### config.mk
export PLATFORM = sky130hd
export DESIGN_NAME = gpio_irq_router
export DESIGN_NICKNAME = d
export VERILOG_FILES = /design/src/rtl/gpio_irq_router.sv
export SDC_FILE = /design/constraint.sdc
export NUM_CORES = 1
export LEC_CHECK = 0
export BUFFER_PORTS_ARGS = -buffer_cell sky130_fd_sc_hd__buf_2
export CORE_ASPECT_RATIO = 0.7
export CORE_MARGIN = 1
export CORE_UTILIZATION = 30
export DETAILED_ROUTE_END_ITERATION = 8
export HOLD_SLACK_MARGIN = 0.05
export PLACE_DENSITY = 0.66
export SLEW_MARGIN = 10
export SYNTH_ARGS = -nofsm -noshare
export SYNTH_HDL_FRONTEND = slang
export SYNTH_SLANG_ARGS = --single-unit
### constraint.sdc
create_clock -name clk -period 1.7 [get_ports clk]
set_clock_uncertainty 0.2 [all_clocks]
set_input_delay 0.34 -clock clk [delete_from_list [all_inputs] [get_ports clk]]
set_output_delay 0.34 -clock clk [all_outputs]
set_load 0.01 [all_outputs]
### src/rtl/gpio_irq_router.sv
module gpio_irq_router #(
  parameter int A_LINES = 14,
  parameter int B_LINES = 24,
  parameter int C_LINES = 32,
  parameter int ADDR_W  = 8,
  parameter logic [ADDR_W-1:0] CTRL_ADDR = 8'h54
) (
  input  logic                        clk,
  input  logic                        rst_n,
  input  logic                        wr_en,
  input  logic [ADDR_W-1:0]           addr,
  input  logic [C_LINES-1:0]          wdata,
  output logic [C_LINES-1:0]          rdata,
  input  logic [A_LINES-1:0]          irq_a,
  input  logic [B_LINES-1:0]          irq_b,
  input  logic [C_LINES-1:0]          irq_c,
  output logic [C_LINES+B_LINES-(C_LINES-A_LINES)-1:0] irq_direct,
  output logic [2:0]                  irq_shared
);
  localparam int B_MUXED  = C_LINES - A_LINES;
  localparam int B_FIXED  = B_LINES - B_MUXED;
  localparam int DIRECT_N = C_LINES + B_FIXED;

  logic [C_LINES-1:0] ctrl;
  logic [C_LINES-1:0] low_side;

  always_ff @(posedge clk or negedge rst_n) begin
    if (!rst_n)
      ctrl <= '0;
    else if (wr_en && addr == CTRL_ADDR)
      ctrl <= wdata;
  end

  assign rdata    = (addr == CTRL_ADDR) ? ctrl : '0;
  assign low_side = {irq_b[B_MUXED-1:0], irq_a};

  assign irq_direct[C_LINES-1:0]        = (ctrl & irq_c) | (~ctrl & low_side);
  assign irq_direct[DIRECT_N-1:C_LINES] = irq_b[B_LINES-1:B_MUXED];

  assign irq_shared[0] = |(irq_a & ctrl[A_LINES-1:0]);
  assign irq_shared[1] = |(irq_b[B_MUXED-1:0] & ctrl[C_LINES-1:A_LINES]);
  assign irq_shared[2] = |(irq_c & ~ctrl);
endmodule

==> results of run 1 <==
[final cells by class]
| cell class | instances | area [um^2] | share of cell area, % |
|---|---|---|---|
| clock buffer | 8 | 90.1 | 1.87 |
| sequential | 32 | 813 | 16.9 |
| multi-input combinational | 141 | 1630 | 33.9 |
| inverter | 32 | 120 | 2.50 |
| tap | 98 | 123 | 2.55 |
| timing repair buffer | 245 | 2040 | 42.3 |
[routing by layer]
| layer | up-vias | global-route usage [%] | wire length [um] |
|---|---|---|---|
| li1 | 1254 | - | - |
| met4 | 2 | 5.07 | 91 |
| met3 | 10 | 5.39 | 778 |
| met1 | 1301 | 31.9 | 4730 |
| met2 | 128 | 36.8 | 5030 |
| met5 | - | 0 | 8 |
[repair_timing]
item	CTS	global route
hold buffers	1	0
endpoints found under the hold margin	32	0
pin swaps	6	35
cloned	0	3
resized for setup	91	90
setup buffers	14	15
endpoints found under the setup margin	67	99
[cells in the final DEF, fill, tap and decap left out, types with 5 or more instances in the layout]
cell type	Yosys	layout
mux2_4	30	58
dfrtp_1	32	22
dfrtp_2	0	10
buf_12	0	5
buf_4	6	33
buf_2	0	109
clkbuf_8	0	6
a22oi_1	7	6
mux2_2	34	6
buf_6	3	94
and2_4	0	31
o22ai_1	16	13
inv_1	32	32
[logic make-up after synthesis]
kind of cell,synth area share (%)
compound gates,9.78
simple gates,12.3
mux,35.2
buf+inv,8.88
flops,33.8
[cells in the mapped netlist, types with 4 or more instances]
master,count
o22ai_1,16
inv_1,32
and2_1,32
a22o_1,4
mux2_4,30
buf_4,6
dfrtp_1,32
a22oi_1,7
mux2_2,34
nor4_1,4
a221oi_1,5
[power by group through the flow]
stage | clock, mW | sequential, mW | combinational [mW]
2_1_floorplan | 0 | 0.847 | 0.243
3_5_place_dp | 0 | 0.843 | 0.570
4_1_cts | 0.624 | 0.839 | 0.713
3_3_place_gp | 0 | 0.842 | 0.563
6_report | 0.614 | 0.841 | 0.766
5_1_grt | 0.666 | 0.845 | 0.814
[critical path, cell delays in order (launching register included)]
cell and delay [ns]:
dfrtp_1 0.40, a22o_4 0.28, a221oi_4 0.22, and3_1 0.20, nand4_1 0.08, buf_2 0.16
[worst paths after layout]
| path | to | slack, ns | cells past startpoint |
|---|---|---|---|
| worst max-delay path | irq_shared[1] | -0.47 | 5 |
| worst min-delay path | ctrl[2] | 0.09 | 2 |
| worst max register to register | ctrl[25] | 0.35 | 4 |
| worst min register to register | ctrl[0] | 0.44 | 2 |
| max in group asynchronous | ctrl[30] | 0.75 | 3 |
| min in group asynchronous | ctrl[27] | 0.35 | 3 |
==> results_dict.tcl, run 1 <==
set metrics [dict create \
    synthTopCellsByArea "dfrtp_1, mux2_4, mux2_2, and2_1, inv_1" \
    hold_path.class "in2reg" \
    cp-startpoint "ctrl[25]" \
    antennaDiodeCount 0 \
    drv_slew 0 \
    cts_tree "yes" \
    viasPerCell 4.85 \
    period_share_pct 128 \
    post_drt_wl_per_cell_um 19.1 \
    hpwl_mm 7.40 \
    clk_latency_ns 0.28 \
    areaGrowthSynthToFinish_pct 103 \
    p_total_mw 2.22 \
    combPwrFrac_pct 34.5 \
    r2r_start "ctrl[25]" \
    start_kind "register" \
    hold_viol 0 \
    clkPwrFrac_pct 27.7 \
    layout.nets 570 \
    core_um2 7450 \
    cp_max_fo 2 \
    syn_nets 330 \
    clk_pin_slew_ns 0.07 \
    min_period_ns 2.17 \
    synthFlopType "dfrtp_1" \
    drt.antenna.violating_nets 0 \
    clockBufferDepth 2 \
    status "complete, but fails checks" \
    drc 0 \
    largest_register "ctrl" \
    fillers 598 \
    preCtsSetupSlack_ns -0.424 \
    ctsHtreeMaxLevel 2 \
    synth-seq-cells 32 \
    clock-root-buffer "clkbuf_8" \
    post-route-util_pct 64.6 \
    chipWidth_um 108 \
    final.setup.worst_slack_ns -0.470 \
    grt_pass1_vias 2665 \
    top_regs "ctrl: 32 flops" \
    internal_power_mw 1.60 \
    die_h_um 76.3 \
    io_buffers 173 \
    grt_max_degree 33 \
    swShare_pct 28.2 \
    grt_pass1_wl_mm 14.2 \
    synth_edf_count 0 \
    postLayoutCellArea_um2 4810 \
    syn_inst 217 \
    io_pins 186 \
    async_flop_share_pct 100 \
    cap_violations 0 \
    num_vias 2695 \
    grt_use_total_pct 23.2 \
    drtPass1Iterations 4 \
    tightest_slew_ns 0.331 \
    rsz0062_at_grt "yes" \
    worstPathArrival_ns 1.63 \
    end_kind "output pin" \
    maxSlewHeadroom_pct 77.9 \
    max_freq_ghz 0.461 \
    netlist_area_um2 2370 \
    crit_type "reg2out" \
    finalWeightedCongestion 0.847 \
    synth_cell_types 20 \
    pwr-share-seq_pct 37.9 \
    cts.sinks 32 \
    stdcell_count 556 \
    seq_area_frac_synth_pct 33.8 \
    largest_reg_flops 32 \
    power.switching_mw 0.626 \
    whs_ns 0.0858 \
    drt_iter0_markers 105 \
    critPathRequiredTime_ns 1.16 \
    violations "negative setup slack" \
    antenna_found_initial 1 \
    setup_viol 96 \
    cts_inserted_buffers 5 \
    powerDensity_nw_per_um2 462 \
    setup-tns-final_ns -19.09 \
    drt_wl_total_mm 10.6 \
    yosysTopAreaCellShare_pct 33.8 \
    die_area_um2 8250 \
    synth_top_area_cell "dfrtp_1" \
    leakage_nw 2.65 \
    row_count 26 \
    grt-ovfl-total 0 \
    layout-drive-gt1-share_pct 80.3 \
    yosys_warnings 0 \
    start_util_pct 31.8 \
    avgSynthCellArea_um2 10.9 \
    ir_worst_vdd_uv 241 \
    min_from "wdata[2]" \
    place_area_um2 3670 \
    dp_cells 522 \
]
No activity file was read; power rests on OpenSTA's default activity.
==> run 2, diff against run 1 <==
ABC_AREA = 1   (was default)
PLACE_DENSITY = 0.65   (was 0.66)
SLEW_MARGIN = 25   (was 10)
==> run 2 against run 1 <==
Effect of this change: the flow still finishes with violations (negative setup slack); setup slack improved by 0.29 ns; final cell count is 32% higher; register-to-register slack improved by 0.30 ns; wire length down 6.7%.
==> results_dict.tcl, run 2 <==
set metrics [dict create \
    status "complete, but fails checks" \
    violations "negative setup slack" \
    power.switching_mw 0.651 \
    min_from "wdata[27]" \
    drt_iter0_markers 143 \
    synthTopCellsByArea "nand2_1, dfrtp_1, nand3_1, inv_1, nor2_1" \
    viasPerCell 4.66 \
    powerDensity_nw_per_um2 511 \
    preCtsSetupSlack_ns -0.149 \
    die_area_um2 8600 \
    grt_pass1_vias 3249 \
    min_period_ns 1.88 \
    ctsHtreeMaxLevel 2 \
    cp_max_fo 4 \
    clk_latency_ns 0.27 \
    cts_tree "yes" \
    seq_area_frac_synth_pct 32.4 \
    ir_worst_vdd_uv 335 \
    crit_type "reg2out" \
    rsz0062_at_grt "yes" \
    clk_pin_slew_ns 0.05 \
    io_pins 186 \
    hold_viol 0 \
    synth_edf_count 0 \
    setup-tns-final_ns -4.78 \
    row_count 27 \
    grt_use_total_pct 23.7 \
    post_drt_wl_per_cell_um 13.5 \
    mostFrequentLayoutCells "nand2_1, buf_2, buf_4" \
    synth_top_family_by_area "simple AND/OR/NAND/NOR gates" \
    netlist_area_um2 2470 \
    combPwrFrac_pct 27.4 \
    io_buffers 173 \
    worstPathArrival_ns 1.34 \
    synthFlopType "dfrtp_1" \
    leakage_nw 2.44 \
    antenna_found_initial 0 \
    reg2reg_depth 4 \
    hold_path.class "in2reg" \
    syn_inst 426 \
    drv_slew 0 \
    clock-root-buffer "clkbuf_16" \
    yosysTopAreaCellShare_pct 35.6 \
    core_um2 7910 \
    clockBufferDepth 2 \
    slowest_stage "dfrtp_1" \
    yosys_warnings 0 \
    die_h_um 77.9 \
    pwr-share-seq_pct 37.0 \
    end_kind "output pin" \
    yosysMostFrequentCell "nand2_1" \
    drt_wl_total_mm 9.93 \
    num_vias 3430 \
    antennaDiodeCount 0 \
    synth-seq-cells 32 \
    start_kind "register" \
    synth-simple-area-share_pct 52.4 \
    tightest_slew_ns 0.433 \
    syn_nets 539 \
    synth_mux_area_share_pct 0 \
    synthAdderAreaFrac_pct 0 \
    mostFrequentLayoutCell "nand2_1" \
    fillers 734 \
    reg2reg_slack_ns 0.65 \
    min_path_cells 3 \
    final.setup.worst_slack_ns -0.184 \
    crit_buf_inv 2 \
    period_share_pct 111 \
    synth_compound_area_share_pct 3.04 \
    avgSynthCellArea_um2 5.79 \
    top_regs "ctrl: 32 flops" \
    whs_endpoint "ctrl[27]" \
    async_flop_share_pct 100 \
    synth-xor-area-share_pct 0 \
    setup_viol 35 \
    maxSlewHeadroom_pct 71.2 \
    grt_max_degree 33 \
    r2r_start "ctrl[11]" \
    grt_pass1_wl_mm 15.8 \
    layout-drive-gt1-share_pct 50.2 \
    cap_violations 0 \
    drtPass1Iterations 4 \
    slowest_delay_ns 0.41 \
    critPathRequiredTime_ns 1.16 \
    synth_commonest_cells "nand2_1, inv_1, nor2_1" \
    drc 0 \
    synth_top_area_cell "nand2_1" \
    layout.nets 750 \
    r2r-end "ctrl[11]" \
    critical_path.top_delay_family "simple AND/OR/NAND/NOR gates" \
    cts.sinks 32 \
    internal_power_mw 1.60 \
    swShare_pct 28.9 \
    chipWidth_um 110 \
    drt.antenna.violating_nets 0 \
    largest_register "ctrl" \
    synth_cell_types 17 \
    start_util_pct 31.2 \
    finalWeightedCongestion 0.902 \
    grt-ovfl-total 0 \
    areaGrowthSynthToFinish_pct 78.7 \
    p_total_mw 2.25 \
    clkPwrFrac_pct 35.5 \
    crit_chain "inv_2 -> nand2_2 -> nand2_2 -> nor2_1 -> nand2_1 -> nor2_1 -> nand2_1 -> buf_2" \
    whs_ns 0.100 \
    hpwl_mm 7.02 \
    largest_reg_flops 32 \
    cts_inserted_buffers 5 \
    max_freq_ghz 0.531 \
]
run 2: changes by cell type after synthesis, sizes merged, moves of 12 or more:
cell   previous run  this run
nand3             0        34
o21ai             0        12
o22ai            16         0
and2             32         0
nand2             2       235
mux2             64         0
nor2              1        47
run 2: worst min-delay path: stages:
cell,delay (ns)
buf_2,0.08
nand3_1,0.06
nand2_1,0.06
run 2: logic make-up (layout without fill, tap and decap cells):
group           count (synthesis)  in the layout
simple gates                  320            320
buf+inv                        59            268
flops                          32             32
compound gates                 15             15
run 2: worst max-delay path by stage:
stage / endpoint / cells after the start / startpoint / slack [ns]
finish: irq_shared[2] / 8 / ctrl[0] / -0.18
floorplan: rdata[11] / 6 / addr[5] / 0.04
detailed placement: ctrl[2] / 8 / addr[5] / -0.15
CTS: irq_shared[1] / 7 / ctrl[16] / -0.22
global route: irq_shared[1] / 7 / ctrl[28] / -0.28
global placement: ctrl[16] / 8 / addr[5] / -0.1
run 2: area by class of cell:
| class | count | area, um^2 | area share, % |
|---|---|---|---|
| Inverter | 40 | 155 | 3.52 |
| Sequential cell | 32 | 802 | 18.2 |
| Multi-Input combinational cell | 335 | 1680 | 38.1 |
| Clock buffer | 5 | 125 | 2.84 |
| Tap cell | 101 | 126 | 2.86 |
| Timing Repair Buffer | 223 | 1520 | 34.5 |
run 2: routing by layer:
metal	GRT usage [%]	routed length, um
met2	42.1	4830
met4	5.47	74
met5	0	0
met3	4.14	575
met1	29.8	4450
run 2: power groups by stage:
| stage | Clock [mW] | Sequential, mW | Combinational, mW |
|---|---|---|---|
| after floorplan | 0 | 0.840 | 0.237 |
| after global placement | 0 | 0.844 | 0.491 |
| after detailed placement | 0 | 0.845 | 0.502 |
| after CTS | 0.823 | 0.831 | 0.565 |
| after global routing | 0.863 | 0.839 | 0.691 |
| final | 0.801 | 0.835 | 0.619 |
run 2: per-stage QoR:
step / area, um^2 / std cells / utilization (%)
after CTS: 4150 / 728 / 52.5
after floorplan: 2470 / 426 / -
after global placement: 3510 / 702 / 44.3
final: 4410 / 736 / 55.8
after global routing: 4410 / 736 / 55.8
after detailed placement: 3510 / 702 / 44.3
run 2: what timing repair did:
action / CTS / global route
resized for setup: 74 / 76
hold buffers: 1 / 0
buffers inserted: 18 / 12
gates cloned: 4 / 0
pin swaps: 24 / 28
hold endpoints to repair: 16 / 0
endpoints found under the setup margin: 35 / 48
